==> src/rtl/rng_regbank_pkg.sv <==
package rng_regbank_pkg;
  localparam int DATA_W = 32;
  localparam int IDX_W  = 5;

  localparam logic [IDX_W-1:0] WI_STATUS  = 5'd4;
  localparam logic [IDX_W-1:0] WI_CTRL    = 5'd5;
  localparam logic [IDX_W-1:0] WI_CFG     = 5'd6;
  localparam logic [IDX_W-1:0] WI_ALMCNT  = 5'd7;
  localparam logic [IDX_W-1:0] WI_OSCEN   = 5'd8;
  localparam logic [IDX_W-1:0] WI_DETUNE  = 5'd9;
  localparam logic [IDX_W-1:0] WI_ALMMASK = 5'd10;
  localparam logic [IDX_W-1:0] WI_ALMSTOP = 5'd11;
  localparam logic [IDX_W-1:0] WI_IRQMASK = 5'd12;
  localparam logic [IDX_W-1:0] WI_REV     = 5'd31;

  localparam int CTRL_EN_BIT = 10;
  localparam logic [7:0] CORE_ID = 8'h4C;

  function automatic logic [DATA_W-1:0] rev_word(input logic [3:0] maj,
                                                 input logic [3:0] mnr,
                                                 input logic [3:0] pat);
    return {4'h0, maj, mnr, pat, 8'h00, CORE_ID};
  endfunction
endpackage

==> src/rtl/rng_result_buf.sv <==
module rng_result_buf #(
  parameter int RES_W = 128
) (
  input  logic             clk,
  input  logic             rst,
  input  logic             res_valid,
  input  logic [RES_W-1:0] res_data,
  input  logic             ack,
  output logic             res_ready,
  output logic             flag,
  output logic [RES_W-1:0] words
);
  always_ff @(posedge clk) begin
    if (rst) begin
      flag  <= 1'b0;
      words <= '0;
    end else if (res_valid && !flag) begin
      words <= res_data;
      flag  <= 1'b1;
    end else if (ack) begin
      flag <= 1'b0;
    end
  end

  assign res_ready = !flag;
endmodule

==> src/rtl/rng_ctrl_regs.sv <==
module rng_ctrl_regs
  import rng_regbank_pkg::*;
#(
  parameter int NUM_FRO     = 24,
  parameter bit IRQ_MASK_EN = 1'b0
) (
  input  logic               clk,
  input  logic               rst,
  input  logic               wr,
  input  logic [IDX_W-1:0]   widx,
  input  logic [DATA_W-1:0]  wdata,
  output logic               gen_en,
  output logic [7:0]         cfg_nb,
  output logic [7:0]         cfg_sc,
  output logic [NUM_FRO-1:0] fro_en,
  output logic [DATA_W-1:0]  alm_cnt,
  output logic [DATA_W-1:0]  detune,
  output logic [DATA_W-1:0]  alm_mask,
  output logic [DATA_W-1:0]  alm_stop,
  output logic               irq_mask
);
  always_ff @(posedge clk) begin
    if (rst) begin
      gen_en   <= 1'b0;
      cfg_nb   <= '0;
      cfg_sc   <= '0;
      fro_en   <= '0;
      alm_cnt  <= '0;
      detune   <= '0;
      alm_mask <= '0;
      alm_stop <= '0;
    end else if (wr) begin
      case (widx)
        WI_CTRL:    gen_en <= wdata[CTRL_EN_BIT];
        WI_CFG: if (!gen_en) begin
          cfg_nb <= wdata[7:0];
          cfg_sc <= wdata[23:16];
        end
        WI_OSCEN:   fro_en   <= wdata[NUM_FRO-1:0];
        WI_ALMCNT:  alm_cnt  <= wdata;
        WI_DETUNE:  detune   <= wdata;
        WI_ALMMASK: alm_mask <= wdata;
        WI_ALMSTOP: alm_stop <= wdata;
        default: ;
      endcase
    end
  end

  generate
    if (IRQ_MASK_EN) begin : g_mask
      always_ff @(posedge clk) begin
        if (rst) irq_mask <= 1'b0;
        else if (wr && widx == WI_IRQMASK) irq_mask <= wdata[0];
      end
    end else begin : g_nomask
      assign irq_mask = 1'b1;
    end
  endgenerate
endmodule

==> src/rtl/rng_read_mux.sv <==
module rng_read_mux
  import rng_regbank_pkg::*;
#(
  parameter int NUM_WORDS   = 4,
  parameter int NUM_FRO     = 24,
  parameter bit IRQ_MASK_EN = 1'b0,
  parameter logic [DATA_W-1:0] REV = 32'h0
) (
  input  logic [IDX_W-1:0]            ridx,
  input  logic [DATA_W*NUM_WORDS-1:0] words,
  input  logic                        flag,
  input  logic                        gen_en,
  input  logic [7:0]                  cfg_nb,
  input  logic [7:0]                  cfg_sc,
  input  logic [NUM_FRO-1:0]          fro_en,
  input  logic [DATA_W-1:0]           alm_cnt,
  input  logic [DATA_W-1:0]           detune,
  input  logic [DATA_W-1:0]           alm_mask,
  input  logic [DATA_W-1:0]           alm_stop,
  input  logic                        irq_mask,
  output logic [DATA_W-1:0]           rdata
);
  always_comb begin
    rdata = '0;
    case (ridx)
      WI_STATUS:  rdata[0] = flag;
      WI_CTRL:    rdata[CTRL_EN_BIT] = gen_en;
      WI_CFG:     rdata = {8'h00, cfg_sc, 8'h00, cfg_nb};
      WI_OSCEN:   rdata[NUM_FRO-1:0] = fro_en;
      WI_ALMCNT:  rdata = alm_cnt;
      WI_DETUNE:  rdata = detune;
      WI_ALMMASK: rdata = alm_mask;
      WI_ALMSTOP: rdata = alm_stop;
      WI_IRQMASK: rdata[0] = IRQ_MASK_EN && irq_mask;
      WI_REV:     rdata = REV;
      default: ;
    endcase
    for (int k = 0; k < NUM_WORDS; k++) begin
      if (ridx == k[IDX_W-1:0]) rdata = words[k*DATA_W +: DATA_W];
    end
  end
endmodule

==> src/rtl/rng_regbank.sv <==
module rng_regbank
  import rng_regbank_pkg::*;
#(
  parameter int NUM_WORDS   = 4,
  parameter int NUM_FRO     = 24,
  parameter bit IRQ_MASK_EN = 1'b0,
  parameter logic [3:0] REV_MAJOR = 4'd2,
  parameter logic [3:0] REV_MINOR = 4'd3,
  parameter logic [3:0] REV_PATCH = 4'd1,
  localparam int RES_W = DATA_W * NUM_WORDS
) (
  input  logic               clk,
  input  logic               rst,
  input  logic               bus_wr,
  input  logic               bus_rd,
  input  logic [IDX_W-1:0]   bus_addr,
  input  logic [DATA_W-1:0]  bus_wdata,
  output logic [DATA_W-1:0]  bus_rdata,
  input  logic               res_valid,
  input  logic [RES_W-1:0]   res_data,
  output logic               res_ready,
  output logic               irq,
  output logic               gen_en,
  output logic [7:0]         cfg_noise_blocks,
  output logic [7:0]         cfg_sample_cycles,
  output logic [NUM_FRO-1:0] osc_enable
);
  localparam logic [DATA_W-1:0] REV = rev_word(REV_MAJOR, REV_MINOR, REV_PATCH);

  logic              rdy_flag;
  logic [RES_W-1:0]  res_words;
  logic              ack;
  logic [DATA_W-1:0] alm_cnt, detune, alm_mask, alm_stop, rdata_next;
  logic              irq_mask;

  assign ack = bus_wr && bus_addr == WI_STATUS && bus_wdata[0];

  rng_result_buf #(.RES_W(RES_W)) u_buf (
    .clk(clk), .rst(rst), .res_valid(res_valid), .res_data(res_data),
    .ack(ack), .res_ready(res_ready), .flag(rdy_flag), .words(res_words)
  );

  rng_ctrl_regs #(.NUM_FRO(NUM_FRO), .IRQ_MASK_EN(IRQ_MASK_EN)) u_ctrl (
    .clk(clk), .rst(rst), .wr(bus_wr), .widx(bus_addr), .wdata(bus_wdata),
    .gen_en(gen_en), .cfg_nb(cfg_noise_blocks), .cfg_sc(cfg_sample_cycles),
    .fro_en(osc_enable), .alm_cnt(alm_cnt), .detune(detune),
    .alm_mask(alm_mask), .alm_stop(alm_stop), .irq_mask(irq_mask)
  );

  rng_read_mux #(.NUM_WORDS(NUM_WORDS), .NUM_FRO(NUM_FRO),
                 .IRQ_MASK_EN(IRQ_MASK_EN), .REV(REV)) u_mux (
    .ridx(bus_addr), .words(res_words), .flag(rdy_flag), .gen_en(gen_en),
    .cfg_nb(cfg_noise_blocks), .cfg_sc(cfg_sample_cycles), .fro_en(osc_enable),
    .alm_cnt(alm_cnt), .detune(detune), .alm_mask(alm_mask),
    .alm_stop(alm_stop), .irq_mask(irq_mask), .rdata(rdata_next)
  );

  always_ff @(posedge clk) begin
    if (rst) bus_rdata <= '0;
    else if (bus_rd) bus_rdata <= rdata_next;
  end

  assign irq = rdy_flag && irq_mask;
endmodule

==> config.mk <==
export PLATFORM = sky130hd
export DESIGN_NAME = rng_regbank
export DESIGN_NICKNAME = d
export VERILOG_FILES = /design/src/rtl/rng_regbank_pkg.sv /design/src/rtl/rng_result_buf.sv /design/src/rtl/rng_ctrl_regs.sv /design/src/rtl/rng_read_mux.sv /design/src/rtl/rng_regbank.sv
export SDC_FILE = /design/constraint.sdc
export NUM_CORES = 1
export LEC_CHECK = 0
export ABC_CLOCK_PERIOD_IN_PS = 2000
export BUFFER_PORTS_ARGS = -buffer_cell sky130_fd_sc_hd__buf_4
export CAP_MARGIN = 0
export CORE_MARGIN = 2
export CORE_UTILIZATION = 35
export DETAILED_ROUTE_END_ITERATION = 16
export PLACE_DENSITY = 0.52
export SLEW_MARGIN = 20
export SYNTH_ARGS = -nofsm -noshare
export SYNTH_HDL_FRONTEND = slang
export SYNTH_SLANG_ARGS = --single-unit
==> constraint.sdc <==
create_clock -name clk -period 2 [get_ports clk]
set_input_delay 0.1 -clock clk [delete_from_list [all_inputs] [get_ports clk]]
set_output_delay 0.1 -clock clk [all_outputs]
set_load 0.03 [all_outputs]
---- After elaboration in Yosys (flattened, before gate mapping) ----
Index checks and enable logic that the tools add are counted.
storage, ports and cells
  register bits ........................... 330
  input bits .............................. 170
  output and inout port bits .............. 75
  logic and storage cells ................. 48
operators by class
  eq/ne operators ......................... 12
  muxes and demuxes ....................... 11
  bitwise gates (word level) .............. 1
  reductions and logical operators ........ 13
operator list
  kind                number
  $mux 32             4
  $pmux 13 s7         1
  $pmux 9 s7          1
  $pmux 8 s5          1
  $eq 5x3->1 const B  4
  $eq 5x4->1 const B  4
  $reduce_and 2->1    6
  $eq 5x2->1 const B  2
  $pmux 1 s7          1
  $pmux 1 s6          1
  $eq 5x1->1 const B  1
  $eq 5x5->1 const B  1
  $logic_not 5->1     1
  $logic_and 1x1->1   3
  $reduce_and 3->1    1
  $mux 1              2
  $reduce_bool 2->1   1
  $logic_not 1->1     1
  $not 1->1           1

---- Longest topological paths before layout ----
Gate-level depths: netlist (run 1).
  word-level depth ........................ 6
  depth in mapped cells ................... 8
  gate-level depth less buffers ........... 5

---- By module ----
Synthesis (run 1) repeated with hierarchy kept, for this count alone.
unflattened totals
  cells, all modules ...................... 1662
  area, all modules ....................... 16455.8 sq um
by module, submodules not included
  module          times used  cells each  area an instance (sq um)  sequential area each (sq um)
  rng_ctrl_regs   1           596         6725.2                    3383.2
  rng_result_buf  1           587         6158.4                    2582.5
  rng_read_mux    1           373         2387.3                    0.0
  rng_regbank     1           106         1184.9                    640.6

---- Least setup slack after synthesis (run 1) ----
No wires, ideal clock.
  kind .................................... register -> register
  start point ............................. register u_buf.flag
  end point ............................... register u_buf.words[112]
  setup time .............................. 0.070 ns
  data arrival time ....................... 1.676 ns
  required time ........................... 1.930 ns
  path slack .............................. 0.254 ns
  cell stages (with the launch flop) ...... 7
  buffers on the path ..................... 2
  clock period less this slack ............ 1.746 ns
  cells stage by stage .................... dfxtp_1 > inv_1 > nand2_1 > clkbuf_1 > buf_1 > nand2_1 > a21oi_1
between the ends
  word-level cells in the longest chain between the ends .. 2
ends and longest elaborated chain
  what                    line                  source
  start, declared         rng_result_buf.sv:10  output logic flag,
  start signal, assigned  rng_result_buf.sv:15  flag <= 1'b0;
  start signal, assigned  rng_result_buf.sv:19  flag <= 1'b1;
  start signal, assigned  rng_result_buf.sv:21  flag <= 1'b0;
  $logic_not 1->1         -
  net res_ready           rng_regbank.sv:21     output logic res_ready,
  $logic_and 1x1->1       rng_result_buf.sv:17  end else if (res_valid && !flag) begin
  end signal, assigned    rng_result_buf.sv:18  words <= res_data;
  end, declared           rng_result_buf.sv:11  output logic [RES_W-1:0] words
The timed path passes the listed nets, and every way through them passes these cells.
A chain may end at the register's enable or synchronous reset.

---- Worst setup path in the final report (run 1) ----
  start point ............................. input port bus_addr[1]
  end point ............................... register bus_rdata[3]
between the ends
  word-level cells in the longest chain between the ends .. 6
  elaborated cells on any way between the ends .. 16
  those cells by class .................... eq/ne: 10; mux: 5; reduce/logical: 1
ends and longest elaborated chain
  what                                line                source
  start, declared                     rng_regbank.sv:16   input logic [IDX_W-1:0] bus_addr,
  $eq 5x5->1 (tied with other cells)  rng_read_mux.sv:25  case (ridx)
  $pmux 9 s7                          rng_read_mux.sv:25
  $mux 32 (3 in a row)                rng_read_mux.sv:39  if (ridx == k[IDX_W-1:0]) rdata = words[k*DATA_W +: DATA_W];
  $mux 32 *                           rng_read_mux.sv:39
  end signal, assigned                rng_regbank.sv:60   else if (bus_rd) bus_rdata <= rdata_next;
  end, declared                       rng_regbank.sv:18   output logic [DATA_W-1:0] bus_rdata,
Mark *: on every way between the ends. The rest lies on a longest branch, timed or not.

==> impl_metrics.env, run 1 <==
export IMPL_status="complete, no violations"
export IMPL_leakage_uw=0.00727
export IMPL_drv_cap=0
export IMPL_powerDensity_nw_per_um2=810
export IMPL_yosys_area_top_type="dfxtp_1"
export IMPL_max_slew_margin_rel=0.198
export IMPL_grt_pass1_vias=13500
export IMPL_start_util=0.353
export IMPL_r2r_start="u_ctrl.fro_en[3]"
export IMPL_post_dp_cell_area_um2=16500
export IMPL_syn_area_um2=13900
export IMPL_post_cts_setup_buffers=0
export IMPL_fin_util=0.494
export IMPL_htreeDepth=2
export IMPL_timing_final_crit_share=0.963
export IMPL_async_flop_share=0
export IMPL_worstPathCellList="buf_4 > nor2b_1 > and2_1 > a22o_1 > a2111oi_1 > o22ai_1"
export IMPL_synth_most_common_cell="nand2_1"
export IMPL_vias_per_cell=5.15
export IMPL_worstSetupPathType="in -> reg"
export IMPL_drive_gt1_frac=0.186
export IMPL_hold_start="bus_addr[4]"
export IMPL_synthAdderAreaFrac=0
export IMPL_critical_path_slowest_cell="a2111oi_1"
export IMPL_drtAntennaViolNets=0
export IMPL_wl_met2_um=23600
export IMPL_synth_nets=1973
export IMPL_finalCriticalPeriod_ns=1.93
export IMPL_peakVddDrop_mv=0.619
export IMPL_cp_end_kind="flip-flop"
export IMPL_synth_compound_gate_area_share=0.215
export IMPL_grt_max_degree=88
export IMPL_worstSetupStartpoint="bus_addr[1]"
export IMPL_synth_avg_cell_area_um2=7.72
export IMPL_fmax_mhz=519
export IMPL_cp_arrival_ns=2.28
export IMPL_muxShareOfSynthArea=0.0383
export IMPL_dieArea_um2=41400
export IMPL_ys_seq_area_frac=0.475
export IMPL_netlist_cell_type_count=46
export IMPL_finalClockSkew_ns=0.0116
export IMPL_die_height_um=203
export IMPL_core_area_um2=39500
export IMPL_final_nets=2343
export IMPL_hold_path_class="in -> reg"
export IMPL_m1WireLength_um=25000
export IMPL_area_growth_syn_to_layout_pct=39.9
export IMPL_fin_cells=2728
export IMPL_final_hold_violation_count=0
export IMPL_tightestPinTransition_ns=1.20
export IMPL_synth_xor_area_share=0
export IMPL_rsz0062_at_grt="false"
export IMPL_worstPathMaxFanout=13
export IMPL_cts_tree="yes"
export IMPL_grt_use_total=0.252
export IMPL_final_setup_viol_count=0
export IMPL_synthSimpleGateAreaFrac=0.228
export IMPL_drtIter0Drc=1124
export IMPL_yosys_warnings=0
export IMPL_synth_edff_count=0
export IMPL_timing_final_max_slew_violations=0
export IMPL_pin_count=245
export IMPL_first_pass_iters=5
export IMPL_rows=73
export IMPL_die_w_um=203
export IMPL_maxUsedRoutingLayer="met4"
export IMPL_met3WireLength_um=3490
export IMPL_yosys_top_cells_area="dfxtp_1, nand2_1, a21oi_1, clkbuf_1, mux2i_1"
export IMPL_clockBufferDepth=3
export IMPL_syn_inst=1803
export IMPL_vias=14000
export IMPL_fin_ws_ns=0.0734
export IMPL_crit_required_ns=2.36
export IMPL_post_place_ws_ns=-0.362
export IMPL_crit_family="compound AO/OA/AOI/OAI gates"
export IMPL_yosys_most_used_dff="dfxtp_1"
export IMPL_cp_buffers_inverters=1
export IMPL_design_area_um2=19500
export IMPL_cts_clk_slew_worst_paths_ns=0.06
export IMPL_numClockSinks=330
export IMPL_port_buffers=244
export IMPL_cts_buffers=38
export IMPL_synth_seq_cells=330
export IMPL_yosysTopAreaCellShare=0.475
export IMPL_cp_start_kind="primary input"
export IMPL_wl_per_cell_um=19.6
export IMPL_placed_cells=2496
export IMPL_grt_pass1_wl_um=80800
export IMPL_critPathMaxStageDelay_ns=0.95
export IMPL_clock_root_buffer="clkbuf_16"
export IMPL_gr_total_overflow=0
export IMPL_gp_congestion=0.895
export IMPL_antenna_found_initial=1
export IMPL_synth_top_family_by_area="simple AND/OR/NAND/NOR gates"
export IMPL_yosys_top_cells_count="nand2_1, dfxtp_1, a21oi_1, clkbuf_1, nor2b_1"
export IMPL_routed_wl_um=53300
export IMPL_post_route_drc_count=0
export IMPL_dpl_hpwl_um=35800
export IMPL_clkLatencyLatePin_ns=0.53
export IMPL_finalPower_uw=15800
worst paths after layout:
kind                                           end  slack [ns]  depth (start not counted)
worst max-delay path                  bus_rdata[3]        0.07                          6
worst min-delay path                 u_ctrl.gen_en        0.04                          4
worst max register to register        bus_rdata[3]        0.11                          4
worst min register to register  u_ctrl.alm_stop[3]        0.45                          2
worst register-to-register path, cell delays in order, from the launching register on:
cell	delay [ns]
dfxtp_1	0.34
mux2i_1	0.14
o22ai_1	0.10
a2111oi_1	1.01
o22ai_1	0.14
flip-flops by register name, indices dropped and copies added (netlist names):
signal           cells
u_ctrl.cfg_nb        8
u_ctrl.gen_en        1
u_buf.flag           1
u_ctrl.detune       32
u_buf.words        128
u_ctrl.alm_stop     32
u_ctrl.fro_en       24
bus_rdata           32
u_ctrl.alm_cnt      32
u_ctrl.cfg_sc        8
u_ctrl.alm_mask     32
metrics by stage:
step                      hold slack (ns)  TNS (ns)
after global routing               0.0422         0
final                              0.0352         0
after CTS                          0.0134         0
after detailed placement            0.360     -1.70
after floorplan                     0.236         0
after global placement              0.350     -2.56
where the power goes:
group / total (uW) / internal [uW] / switching, uW
Sequential: 6900 / 6770 / 130
Clock: 7200 / 4400 / 2790
Combinational: 1680 / 780 / 899
repair_timing:
action                     4_1_cts  5_1_grt
resized for setup                0        1
setup endpoints to repair        0        1
hold endpoints to repair       298        0
hold buffers                   162        0
cell families (layout without fill, tap and decap cells):
group | Yosys count | count (layout)
and+or+nand+nor | 762 | 762
muxes | 50 | 50
AOI/OAI and AO/OA | 510 | 510
other | 0 | 1
DFF | 330 | 330
buffers and inverters | 151 | 550
layer usage:
| metal | global-route usage | vias to the layer above |
|---|---|---|
| li1 | - | 6887 |
| met1 | 0.365 | 6626 |
| met2 | 0.389 | 462 |
| met3 | 0.0385 | 74 |
| met4 | 0.0688 | 0 |
| met5 | 0 | - |
placed cells by master (no fill, tap or decap), drive strengths merged, types with 7 or more instances in the layout:
cell type,synthesis,layout
nor2b,47,47
nor3,10,10
mux2i,33,33
a22oi,16,16
a211oi,10,10
a21oi,308,308
o221ai,16,16
buf,51,317
nand2,631,631
a31oi,32,32
a32o,8,8
a22o,18,18
dlygate4sd3,0,162
o21bai,8,8
nand3,19,19
nand2b,9,9
o22a,7,7
o22ai,32,32
clkbuf,98,62
nor2,20,20
mux2,16,16
dfxtp,330,330
o21ai,33,33
layout make-up:
type                       count  area (um2)
clock buffer                  62        1210
clock inverter                 7        87.6
tap                          525         657
antenna                        1        2.50
multi-input combinational   1322        6730
inverter                       2        7.51
fill                        3873       20000
sequential                   330        6610
timing repair buffer         479        4170
No activity file was read; power rests on OpenSTA's default activity.
==> run 2, diff against run 1 <==
--- a/config.mk
+++ b/config.mk
@@ -6,12 +6,14 @@
 export NUM_CORES = 1
 export LEC_CHECK = 0
 export ABC_CLOCK_PERIOD_IN_PS = 2000
-export BUFFER_PORTS_ARGS = -buffer_cell sky130_fd_sc_hd__buf_4
 export CAP_MARGIN = 0
+export CELL_PAD_IN_SITES_DETAIL_PLACEMENT = 1
+export CELL_PAD_IN_SITES_GLOBAL_PLACEMENT = 1
 export CORE_MARGIN = 2
 export CORE_UTILIZATION = 35
 export DETAILED_ROUTE_END_ITERATION = 16
-export PLACE_DENSITY = 0.52
+export DONT_BUFFER_PORTS = 1
+export PLACE_DENSITY = 0.61
 export SLEW_MARGIN = 20
 export SYNTH_ARGS = -nofsm -noshare
 export SYNTH_HDL_FRONTEND = slang
==> impl_metrics.env, run 2 (synthesis results as in run 1) <==
export IMPL_r2r_end="bus_rdata[25]"
export IMPL_hold_depth=4
export IMPL_rsz0062_at_grt="false"
export IMPL_powerDensity_nw_per_um2=835
export IMPL_post_place_ws_ns=-0.244
export IMPL_grt_use_total=0.289
export IMPL_clockBufferDepth=3
export IMPL_reg2reg_slack_ns=0.06
export IMPL_start_util=0.353
export IMPL_antenna_found_initial=3
export IMPL_worstPathCellList="o21bai_1 > dlygate4sd3_1 > a31oi_1 > dlygate4sd3_1"
export IMPL_gr_total_overflow=0
export IMPL_final_setup_tns_ns=0
export IMPL_grt_pass1_vias=14800
export IMPL_htreeDepth=2
export IMPL_crit_required_ns=2.50
export IMPL_cp_start_kind="flip-flop"
export IMPL_worstPathMaxFanout=2
export IMPL_vias=14400
export IMPL_cts_clk_slew_worst_paths_ns=0.06
export IMPL_grt_busiest_layer="met2"
export IMPL_n_fill_cell=4773
export IMPL_final_cell_mix="nand2_1, dfxtp_1, a21oi_1, dlygate4sd3_1, buf_4"
export IMPL_largest_register="u_buf.words"
export IMPL_hold_end="u_ctrl.alm_stop[31]"
export IMPL_final_setup_viol_count=0
export IMPL_fin_ws_ns=0.0573
export IMPL_fmax_mhz=515
export IMPL_final_nets=2254
export IMPL_seqCellArea_um2=6610
export IMPL_hold_start="bus_wr"
export IMPL_finalCriticalPeriod_ns=1.94
export IMPL_met2_usage=0.468
export IMPL_first_pass_iters=5
export IMPL_peakVddDrop_mv=0.545
export IMPL_dieArea_um2=41400
export IMPL_dpl_hpwl_um=37000
export IMPL_die_w_um=203
export IMPL_final_hold_violation_count=0
export IMPL_critical_path_slowest_cell="dlygate4sd3_1"
export IMPL_vias_per_cell=5.44
export IMPL_finalClockSkew_ns=0.00935
export IMPL_multi_input_area_um2=6760
export IMPL_layout_commonest_cell="nand2_1"
export IMPL_grt_util_met3=0.0561
export IMPL_max_slew_margin_rel=0.318
export IMPL_met1_usage=0.397
export IMPL_largest_reg_flops=128
export IMPL_finalPower_uw=16100
export IMPL_post_route_drc_count=0
export IMPL_cts_buffers=40
export IMPL_critPathMaxStageDelay_ns=0.57
export IMPL_port_buffers=0
export IMPL_die_height_um=203
export IMPL_crit_family="buffers and inverters"
export IMPL_routed_wl_um=60400
export IMPL_worstSetupPathType="reg -> reg"
export IMPL_gp_congestion=0.832
export IMPL_hold_path_class="in -> reg"
export IMPL_grt_max_degree=228
export IMPL_timing_final_crit_share=0.971
export IMPL_drtAntennaViolNets=0
export IMPL_clkLatencyLatePin_ns=0.57
export IMPL_clock_root_buffer="clkbuf_16"
export IMPL_status="complete, no violations"
export IMPL_r2r_start="bus_rdata[25]"
export IMPL_cp_arrival_ns=2.44
export IMPL_leakage_uw=0.00729
export IMPL_area_growth_syn_to_layout_pct=38.1
export IMPL_rows=73
export IMPL_cp_buffers_inverters=2
export IMPL_cp_end_kind="flip-flop"
export IMPL_core_area_um2=39500
export IMPL_timing_final_max_slew_violations=0
export IMPL_drive_gt1_frac=0.0904
export IMPL_cts_tree="yes"
export IMPL_crit_top_cell="dlygate4sd3_1"
export IMPL_tightestPinTransition_ns=1.02
export IMPL_r2r_cells=4
export IMPL_pin_count=245
export IMPL_grt_pass1_wl_um=91800
export IMPL_numClockSinks=330
export IMPL_wl_per_cell_um=22.9
export IMPL_drtIter0Drc=979
export IMPL_drv_cap=0
run 2: what timing repair did:
item	CTS	global route
setup buffers	0	2
gates resized for setup	0	12
hold buffers	307	0
endpoints found under the setup margin	0	46
endpoints found under the hold margin	330	0
run 2: worst max-delay path by stage:
stage / end / depth (start not counted) / startpoint
global route: bus_rdata[29] / 4 / bus_rdata[29]
finish: bus_rdata[25] / 4 / bus_rdata[25]
detailed placement: bus_rdata[17] / 6 / bus_addr[0]
floorplan: u_buf.words[112] / 6 / u_buf.flag
CTS: bus_rdata[9] / 6 / bus_rd
global placement: bus_rdata[17] / 6 / bus_addr[0]
run 2: where the power goes:
part | total, uW | internal, uW | switching [uW]
clock | 7810 | 4780 | 3040
sequential | 6940 | 6770 | 175
combinational | 1300 | 596 | 704
run 2: final cells by class:
class	instances	share of cell area
clock inverters	16	0.0115
diodes	1	0.000130
repair buffers	388	0.197
inverters	2	0.000390
clock buffers	56	0.0615
flip-flops and latches	330	0.344
well taps	525	0.0342
multi-input cells	1322	0.351
run 2: metal layers:
metal / routed length [um] / vias to the layer above / part of all wire
met3: 3380 / 72 / 0.056
met5: 13 / - / 0.00022
met4: 1250 / 2 / 0.021
met2: 27900 / 347 / 0.46
li1: - / 6715 / -
met1: 27900 / 7225 / 0.46
run 2: stage by stage:
stage | hold WS, ns | cell area, um2 | instances | utilization
3_5_place_dp | 0.196 | 14600 | 2257 | 0.371
5_1_grt | 0.0384 | 19200 | 2640 | 0.487
6_report | 0.0298 | 19200 | 2640 | 0.487
3_3_place_gp | 0.208 | 14600 | 2257 | 0.370
4_1_cts | 0.00126 | 19100 | 2636 | 0.485
2_1_floorplan | 0.236 | 13900 | 1803 | -
run 2: tightest hold or removal path, cell delays in order:
cell and delay [ns]:
nand4_1 0.10, buf_4 0.20, nand2_1 0.07, a21oi_1 0.06
